## src/rtl/burst_pkg.sv

```systemverilog
// Shared types for the burst address expander.
// Assumes burst type codes 0 fixed, 1 incrementing, 2 wrapping, 3 reserved.
package burst_pkg;
    typedef enum logic [1:0] {
        BT_FIXED = 2'd0,
        BT_INCR  = 2'd1,
        BT_WRAP  = 2'd2,
        BT_RSVD  = 2'd3
    } burst_e;

    // How the address advances after each consumed beat.
    typedef enum logic [1:0] {
        STEP_HOLD   = 2'd0,
        STEP_LINEAR = 2'd1,
        STEP_WRAP   = 2'd2
    } step_e;
endpackage

```

## src/rtl/burst_addr_step.sv

```systemverilog
// Combinational next-address stepper.
// Computes the address of the following beat from the current one.
// Assumes that in wrap mode the current address lies inside the window
// described by wrap_mask (window size minus one, a power of two minus one).
module burst_addr_step
    import burst_pkg::*;
#(
    parameter int AW = 32,
    parameter int SW = 3
) (
    input  logic [AW-1:0] cur_addr,
    input  logic [SW-1:0] size,
    input  step_e         mode,
    input  logic [AW-1:0] wrap_mask,
    output logic [AW-1:0] next_addr
);
    logic [AW-1:0] stride;
    logic [AW-1:0] linear_sum;

    // Stride and straight sum shared by the linear and wrap modes.
    always_comb begin
        stride     = AW'(1) << size;
        linear_sum = cur_addr + stride;
    end

    // Select the step rule: hold, straight add, or add inside the window.
    always_comb begin
        unique case (mode)
            STEP_HOLD:   next_addr = cur_addr;
            STEP_WRAP:   next_addr = (cur_addr & ~wrap_mask) | (linear_sum & wrap_mask);
            default:     next_addr = linear_sum;
        endcase
    end
endmodule

```

## src/rtl/burst_beat_ctrl.sv

```systemverilog
// Beat sequencer: tracks whether a burst is in progress and how many
// beats remain. A load in the same cycle as the final step starts the
// next burst directly. Assumes step is only asserted while busy.
module burst_beat_ctrl #(
    parameter int LW = 8
) (
    input  logic          clk,
    input  logic          rst_n,
    input  logic          load,
    input  logic [LW-1:0] len_in,
    input  logic          step,
    output logic          busy,
    output logic          last
);
    logic [LW-1:0] remain;

    // Busy flag and remaining-beat counter.
    always_ff @(posedge clk) begin
        if (!rst_n) begin
            busy   <= 1'b0;
            remain <= '0;
        end else if (load) begin
            busy   <= 1'b1;
            remain <= len_in;
        end else if (step) begin
            if (remain == '0) begin
                busy <= 1'b0;
            end else begin
                remain <= remain - LW'(1);
            end
        end
    end

    // Final beat is the one presented while no further beats remain.
    always_comb begin
        last = busy && (remain == '0);
    end
endmodule

```

## src/rtl/axi_burst_expander.sv

```systemverilog
// Burst-to-beat address expander, top level.
// Captures one burst command per handshake and emits len+1 beats with
// per-beat addresses under fixed, incrementing or wrapping rules.
// Assumes an upstream that holds its command stable while in_valid is
// high and in_ready is low. No 4 KB boundary check is applied.
module axi_burst_expander
    import burst_pkg::*;
#(
    parameter int AW  = 32,
    parameter int IDW = 4,
    parameter int LW  = 8,
    parameter int SW  = 3
) (
    input  logic           clk,
    input  logic           rst_n,
    input  logic           in_valid,
    output logic           in_ready,
    input  logic [AW-1:0]  in_addr,
    input  logic [1:0]     in_burst,
    input  logic [LW-1:0]  in_len,
    input  logic [SW-1:0]  in_size,
    input  logic [IDW-1:0] in_id,
    output logic           out_valid,
    input  logic           out_ready,
    output logic [AW-1:0]  out_addr,
    output logic [1:0]     out_burst,
    output logic [LW-1:0]  out_len,
    output logic [SW-1:0]  out_size,
    output logic [IDW-1:0] out_id,
    output logic           out_last,
    output logic           out_wrap_err
);
    localparam int MAX_WRAP_BEATS = 16;

    logic           busy;
    logic           last_beat;
    logic           accept;
    logic           step;
    logic [AW-1:0]  cur_addr;
    logic [AW-1:0]  next_addr;
    logic [AW-1:0]  wrap_mask_d;
    logic [AW-1:0]  wrap_mask_q;
    logic [AW-1:0]  align_mask;
    logic           len_ok;
    logic           wrap_ok;
    logic           err_d;
    logic           err_q;
    step_e          mode_d;
    step_e          mode_q;
    logic [1:0]     burst_q;
    logic [LW-1:0]  len_q;
    logic [SW-1:0]  size_q;
    logic [IDW-1:0] id_q;

    // Handshake glue: the next command enters with the final beat.
    always_comb begin
        step     = busy && out_ready;
        in_ready = !busy || (out_ready && last_beat);
        accept   = in_valid && in_ready;
    end

    // Decode the incoming command into a step mode, window mask and error.
    always_comb begin
        wrap_mask_d = ((AW'(in_len) + AW'(1)) << in_size) - AW'(1);
        align_mask  = (AW'(1) << in_size) - AW'(1);
        len_ok      = 1'b0;
        for (int n = 2; n <= MAX_WRAP_BEATS; n = n * 2) begin
            if (in_len == LW'(n - 1)) len_ok = 1'b1;
        end
        wrap_ok = len_ok && ((in_addr & align_mask) == '0);
        err_d   = 1'b0;
        unique case (burst_e'(in_burst))
            BT_FIXED: mode_d = STEP_HOLD;
            BT_WRAP: begin
                mode_d = wrap_ok ? STEP_WRAP : STEP_LINEAR;
                err_d  = !wrap_ok;
            end
            default:  mode_d = STEP_LINEAR;
        endcase
    end

    // Command register, loaded on acceptance.
    always_ff @(posedge clk) begin
        if (!rst_n) begin
            wrap_mask_q <= '0;
            err_q       <= 1'b0;
            mode_q      <= STEP_HOLD;
            burst_q     <= '0;
            len_q       <= '0;
            size_q      <= '0;
            id_q        <= '0;
        end else if (accept) begin
            wrap_mask_q <= wrap_mask_d;
            err_q       <= err_d;
            mode_q      <= mode_d;
            burst_q     <= in_burst;
            len_q       <= in_len;
            size_q      <= in_size;
            id_q        <= in_id;
        end
    end

    // Current beat address: start on acceptance, stepped per consumed beat.
    always_ff @(posedge clk) begin
        if (!rst_n) begin
            cur_addr <= '0;
        end else if (accept) begin
            cur_addr <= in_addr;
        end else if (step) begin
            cur_addr <= next_addr;
        end
    end

    burst_addr_step #(
        .AW (AW),
        .SW (SW)
    ) u_step (
        .cur_addr  (cur_addr),
        .size      (size_q),
        .mode      (mode_q),
        .wrap_mask (wrap_mask_q),
        .next_addr (next_addr)
    );

    burst_beat_ctrl #(
        .LW (LW)
    ) u_ctrl (
        .clk    (clk),
        .rst_n  (rst_n),
        .load   (accept),
        .len_in (in_len),
        .step   (step),
        .busy   (busy),
        .last   (last_beat)
    );

    // Output beat fields.
    always_comb begin
        out_valid    = busy;
        out_addr     = cur_addr;
        out_burst    = burst_q;
        out_len      = len_q;
        out_size     = size_q;
        out_id       = id_q;
        out_last     = last_beat;
        out_wrap_err = busy && err_q;
    end
endmodule

```

## config.mk

```make
export PLATFORM = sky130hd
export DESIGN_NAME = axi_burst_expander
export DESIGN_NICKNAME = d
export VERILOG_FILES = /design/src/rtl/burst_pkg.sv /design/src/rtl/burst_addr_step.sv /design/src/rtl/burst_beat_ctrl.sv /design/src/rtl/axi_burst_expander.sv
export SDC_FILE = /design/constraint.sdc
export NUM_CORES = 1
export LEC_CHECK = 0
export BUFFER_PORTS_ARGS = -buffer_cell sky130_fd_sc_hd__buf_2
export CORE_ASPECT_RATIO = 1.25
export CORE_MARGIN = 8
export CORE_UTILIZATION = 45
export CTS_CLUSTER_SIZE = 30
export DETAILED_ROUTE_END_ITERATION = 16
export PLACE_DENSITY = 0.76
export REMOVE_ABC_BUFFERS = 1
export SYNTH_ARGS = -nofsm -noshare
export SYNTH_HDL_FRONTEND = slang
export SYNTH_HIERARCHICAL = 1
export SYNTH_SLANG_ARGS = --single-unit
```

## constraint.sdc

```tcl
create_clock -name clk -period 3.1 [get_ports clk]
set_input_delay 0 -clock clk [delete_from_list [all_inputs] [get_ports clk]]
set_output_delay 0 -clock clk [all_outputs]
set_load 0.05 [all_outputs]
```

* After elaboration in Yosys (flattened, before gate mapping)
Index checks and enable logic that the tools add are counted.
Operators by class: equal/unequal tests 8, shift operators 3, add/subtract/negate cells 5, muxes and demuxes 16, reduce and logical (&&, ||, !) cells 18, bitwise operators 5
Operators by type and width (number):
- 32-bit bitwise AND | 3
- 32-bit 2-to-1 mux | 2
- 32-bit case mux with 2 select lines | 1
- 1-bit by 3-bit left shift with 32-bit output, first input constant | 2
- 32-bit adder | 1
- 32-bit logical NOT | 1
- 32-bit inverter | 1
- 32-bit OR | 1
- 9-bit by 3-bit left shift with 32-bit output | 1
- 32-bit by 1-bit subtractor with 32-bit output, second input constant | 1
- 32-bit by 2-bit subtractor with 32-bit output, second input constant | 1
- 8-bit 2-to-1 mux | 3
- 8-bit by 1-bit adder with 9-bit output, second input constant | 1
- 8-bit by 1-bit == test with 1-bit output, second input constant | 1
- 8-bit by 2-bit == test with 1-bit output, second input constant | 1
- 8-bit by 3-bit == test with 1-bit output, second input constant | 1
- 8-bit by 4-bit == test with 1-bit output, second input constant | 1
- 8-bit logical NOT | 1
- 1-bit 2-to-1 mux | 8
- 8-bit by 1-bit subtractor with 8-bit output, second input constant | 1
- 1-bit logical AND | 6
- 2-bit AND reduction | 3
- 2-bit == test, second input constant | 2
- 2-bit logical NOT | 2
- 6 further kinds | 9
Word-level totals: input bits 53, output and inout port bits 53, bits in registers 93

* Logic depth before layout (Yosys ltp)
depth after elaboration 8, gate-level depth with buffers 13, gate-level depth less buffers 11

* By module
Netlist, hierarchy kept.
Modules (own cells, without submodules):
- axi_burst_expander | area an instance 4705.8 um^2, cells each 615, sequential area each 1661.6 um^2, instances 1
- burst_addr_step | area an instance 1213.7 um^2, cells each 178, sequential area each 0.0 um^2, instances 1
- burst_beat_ctrl | area an instance 555.5 um^2, cells each 65, sequential area each 180.2 um^2, instances 1

* Least setup slack after synthesis
Ideal clock, no wire load.
path kind register to register, start register u_ctrl.remain[0], end register u_ctrl.remain[7], path buffers 2, cell stages (with the launch flop) 14, path slack -0.826 ns, arrival time 3.804 ns, cell sequence dfxtp_1 > inv_1 > ha_1 > nor3b_1 > and3_1 > nand2_1 > nand2_1 > nand2_1 > inv_1 > clkbuf_1 > clkbuf_1 > nor2b_1 > o311a_1 > a311o_1
Between the ends: longest elaborated chain between the ends 7, elaborated cells on any way between the ends 12
RTL lines:
- start, declared | RTL line burst_beat_ctrl.sv:15 | logic [LW-1:0] remain;
- start signal, assigned | RTL line burst_beat_ctrl.sv:24 | remain <= len_in;
- start signal, assigned | RTL line burst_beat_ctrl.sv:29 | remain <= remain - LW'(1);
- 8-bit logical NOT * | RTL line burst_beat_ctrl.sv:36 | last = busy && (remain == '0);
- 1-bit logical AND * | RTL line burst_beat_ctrl.sv:36
- via out_last | RTL line axi_burst_expander.sv:30 | output logic out_last,
- 1-bit logical AND * | RTL line axi_burst_expander.sv:58 | in_ready = !busy || (out_ready && last_beat);
- 1-bit logical OR * | RTL line axi_burst_expander.sv:58
- via in_ready | RTL line axi_burst_expander.sv:17 | output logic in_ready,
- 1-bit logical AND * | RTL line axi_burst_expander.sv:59 | accept = in_valid && in_ready;
- via accept | RTL line axi_burst_expander.sv:37 | logic accept;
- 2-bit inequality test (no source line) or 2-bit nonzero test (tied branches)
- 2-bit AND reduction (no source line)
Mark *: on every way through the listed nets, which the timed path passes. The rest lies on a longest branch. The select of a mux whose other input is x is not followed. A chain may end at the register's enable or synchronous reset.

* Final worst setup path
start input port in_len[1], end register wrap_mask_q[15]
Between the ends: longest elaborated chain between the ends 3
RTL lines:
- start, declared | RTL line axi_burst_expander.sv:20 | input logic [LW-1:0] in_len,
- 8-bit by 1-bit adder with 9-bit output | RTL line axi_burst_expander.sv:64 | wrap_mask_d = ((AW'(in_len) + AW'(1)) << in_size) - AW'(1);
- 9-bit by 3-bit left shift with 32-bit output | RTL line axi_burst_expander.sv:64
- 32-bit by 1-bit subtractor with 32-bit output | RTL line axi_burst_expander.sv:64
- end signal, assigned | RTL line axi_burst_expander.sv:93 | wrap_mask_q <= wrap_mask_d;
- end, declared | RTL line axi_burst_expander.sv:42 | logic [AW-1:0] wrap_mask_q;
No other way between the ends.

==> flow_metrics.tcl <==
set metrics [dict create \
    hold_viol 0 \
    hold_path_class "in -> reg" \
    fin_worst_skew_ns 0.0159 \
    synth_compound_area_share_pct 28.6 \
    antenna_found_initial 0 \
    synthAdderAreaFrac_pct 3.40 \
    drive_gt1_share_pct 19.8 \
    max_freq_mhz 351 \
    io_pins 106 \
    yosys.area_share.simple_pct 27.1 \
    synth_cell_type_count 94 \
    period_share_pct 92.0 \
    gp_congestion 0.880 \
    syn-cell-area_sq_um 6470 \
    post_drt_wl_per_cell_um 17.2 \
    tightest_slew_ns 0.720 \
    clock_latency_ns 0.36 \
    max_cap_viol_count 0 \
    synthFlopType "dfxtp_1" \
    synth_cells 858 \
    regArea_sq_um 1840 \
    fp.coreArea_sq_um 14200 \
    h-tree-depth 3 \
    first_pass_iters 6 \
    total_power_uw 3530 \
    path_class "in -> reg" \
    avgSynthCellArea_sq_um 7.55 \
    vias 6823 \
    die_x_um 123 \
    setup_viol 0 \
    dieArea_sq_um 18500 \
    drtIter0Drc 569 \
    critPathRequiredTime_ns 3.38 \
    ys_async_sr_fraction_pct 0 \
    cts_setup_buffers 0 \
    grt_max_degree 109 \
    cts.sink_count 92 \
    grt_usage_pct 21.2 \
    grt_first_pass_wirelength_um 32100 \
    status "complete, no violations" \
    crit_fanout 9 \
    final_util_pct 54.9 \
    cp.arrival_ns 3.13 \
    synth-xor-area-share_pct 5.62 \
    min-delay-start "in_len[6]" \
    routed_wl_um 19900 \
    start_util_pct 45.5 \
    cts_buffers 9 \
    mostFrequentLayoutCell "nand2_1" \
    drtAntennaViolNets 0 \
    layout.nets 1043 \
    vias_per_cell 5.90 \
    rsz0062_at_grt "false" \
    rows 49 \
    ir_drop_mv 0.217 \
    grt_pass1_vias 6454 \
    yosysSeqAreaShare_pct 28.4 \
    synth_top_family_by_area "compound AO/OA/AOI/OAI gates" \
    p_leak_uw 0.00316 \
    syn2layout_area_growth_pct 20.6 \
    multi_input_area_sq_um 4260 \
    hpwl_um 13600 \
    synth_edf_count 0 \
    cts-root-buf "clkbuf_16" \
    slew_viol_final 0 \
    nFillCells 1328 \
    mostFrequentLayoutCells "nand2_1 (164), buf_2 (105), dfxtp_1 (92)" \
    slew_headroom_pct 52.0 \
    power.density_nw_per_um2 452 \
    r2r_start "out_size[0]$_SDFFE_PN0P_" \
    synth.mux.area_fraction_pct 0.812 \
    n_antenna_cell 0 \
    cts_max_path_buffers 2 \
    endpoint_kind "register" \
    drc 0 \
    startpoint_type "input pin" \
    cts_tree "built" \
    clkTransAtPathRegs_ns 0.08 \
    chipHeight_um 150 \
    place.port_buffers 105 \
    finalCriticalPeriod_ns 2.85 \
    synth_seq_cells 92 \
    worstSetupStartpoint "in_len[1]" \
    yosys_warnings 6 \
    overflow 0 \
]
## cells in the mapped netlist (3+ instances only)
| cell | n | area [sq um] |
|---|---|---|
| o21ai_0 | 36 | 180 |
| nor2_1 | 64 | 240 |
| a311oi_1 | 35 | 307 |
| o211a_1 | 5 | 50.1 |
| mux2i_1 | 3 | 30.0 |
| xnor2_1 | 13 | 114 |
| nand3_1 | 17 | 85.1 |
| dfxtp_1 | 92 | 1840 |
| a221oi_1 | 3 | 26.3 |
| nor4b_1 | 3 | 26.3 |
| a211oi_1 | 12 | 90.1 |
| nor4_1 | 15 | 93.8 |
| nor3_1 | 12 | 60.1 |
| a21oi_1 | 85 | 425 |
| inv_1 | 22 | 82.6 |
| a311o_1 | 5 | 50.1 |
| buf_2 | 10 | 50.1 |
| nand2_1 | 165 | 619 |
| nand4b_1 | 6 | 52.6 |
| ha_1 | 16 | 200 |
| buf_6 | 5 | 56.3 |
| o31ai_1 | 3 | 22.5 |
| o2111ai_1 | 3 | 26.3 |
| and3_1 | 12 | 75.1 |
| o21a_1 | 5 | 37.5 |
| a21oi_2 | 7 | 61.3 |
| a31oi_1 | 12 | 75.1 |
| xor2_1 | 23 | 201 |
| o211ai_1 | 5 | 37.5 |
| nand4_1 | 12 | 75.1 |
| and2_1 | 4 | 25.0 |
| buf_4 | 3 | 22.5 |
| nor2b_1 | 5 | 31.3 |
| nor3b_1 | 7 | 52.6 |
| buf_1 | 5 | 18.8 |
| nor3_2 | 4 | 40.0 |
| a21o_1 | 11 | 82.6 |
| clkbuf_1 | 40 | 150 |
| or3_1 | 3 | 18.8 |
## path summary, 6_finish.rpt
kind	endpoint	depth (start not counted)	slack, ns
worst max-delay path	wrap_mask_q[15]$_SDFFE_PN0P_	12	0.25
worst min-delay path	out_len[6]$_SDFFE_PN0P_	3	0.02
worst max register to register	out_addr[26]$_SDFFE_PN0P_	10	0.29
worst min register to register	out_len[2]$_SDFFE_PN0P_	2	0.45
## what timing repair did
item / 4_1_cts / 5_1_grt
endpoints found under the hold margin: 42 / 1
hold buffers: 40 / 1
setup endpoints to repair: 0 / 1
resized for setup: 0 / 1
## layout make-up
class                      count  share of cell area (%)
inverter                      24                    1.15
multi-input combinational    679                    54.5
timing repair buffer         167                    14.2
sequential                    92                    23.6
clock buffer                  10                    3.06
clock inverter                 6                   0.721
tap                          178                    2.85
## kinds of logic (layout without fill, tap and decap cells)
kind of cell               count (synthesis)  after routing
adders and majority gates                 17             17
DFF                                       92             92
buffers and inverters                     87            207
muxes                                      5              5
and+or+nand+nor                          355            355
AOI/OAI and AO/OA                        263            263
xor gates and xnor gates                  39             39
## flip-flops by register name, indices dropped and copies added (netlist names)
register       cells
u_ctrl/remain      8
out_id             4
err_q              1
out_len            8
u_ctrl/busy        1
out_burst          2
out_addr          32
wrap_mask_q       31
mode_q             2
out_size           3
## power breakdown
group / switching, uW / internal, uW / total (uW)
sequential: 102 / 1270 / 1370
combinational: 685 / 353 / 1040
clock: 535 / 584 / 1120
## layer usage
metal	wire (um)	global-route usage, %	up-vias
met5	0	0	-
met4	460	7.36	0
met3	1020	3.30	38
met2	9960	36.8	213
met1	8450	25.9	3210
li1	-	-	3362
## critical path, cell delays in order
cell and delay, ns:
dlygate4sd3_1 0.51, buf_2 0.19, ha_2 0.35, nand3_2 0.18, o211a_1 0.30, nor4_4 0.30, o21ai_2 0.15, a221oi_4 0.30
and3_1 0.27, and2_1 0.16, ha_1 0.23, a211oi_1 0.18
## per-stage QoR
stage	setup slack [ns]	cell area [sq um]	setup TNS, ns	cells	hold WS [ns]
finish	0.249	7810	0	1156	0.0187
global route	0.00164	7810	0	1156	0.0359
CTS	0.122	7800	0	1155	0.00703
detailed placement	0.248	7100	0	1099	0.247
global placement	0.336	7100	0	1099	0.242
floorplan	-2.80	6180	-181.07	795	0.136
(Power assumes the default switching activity.)
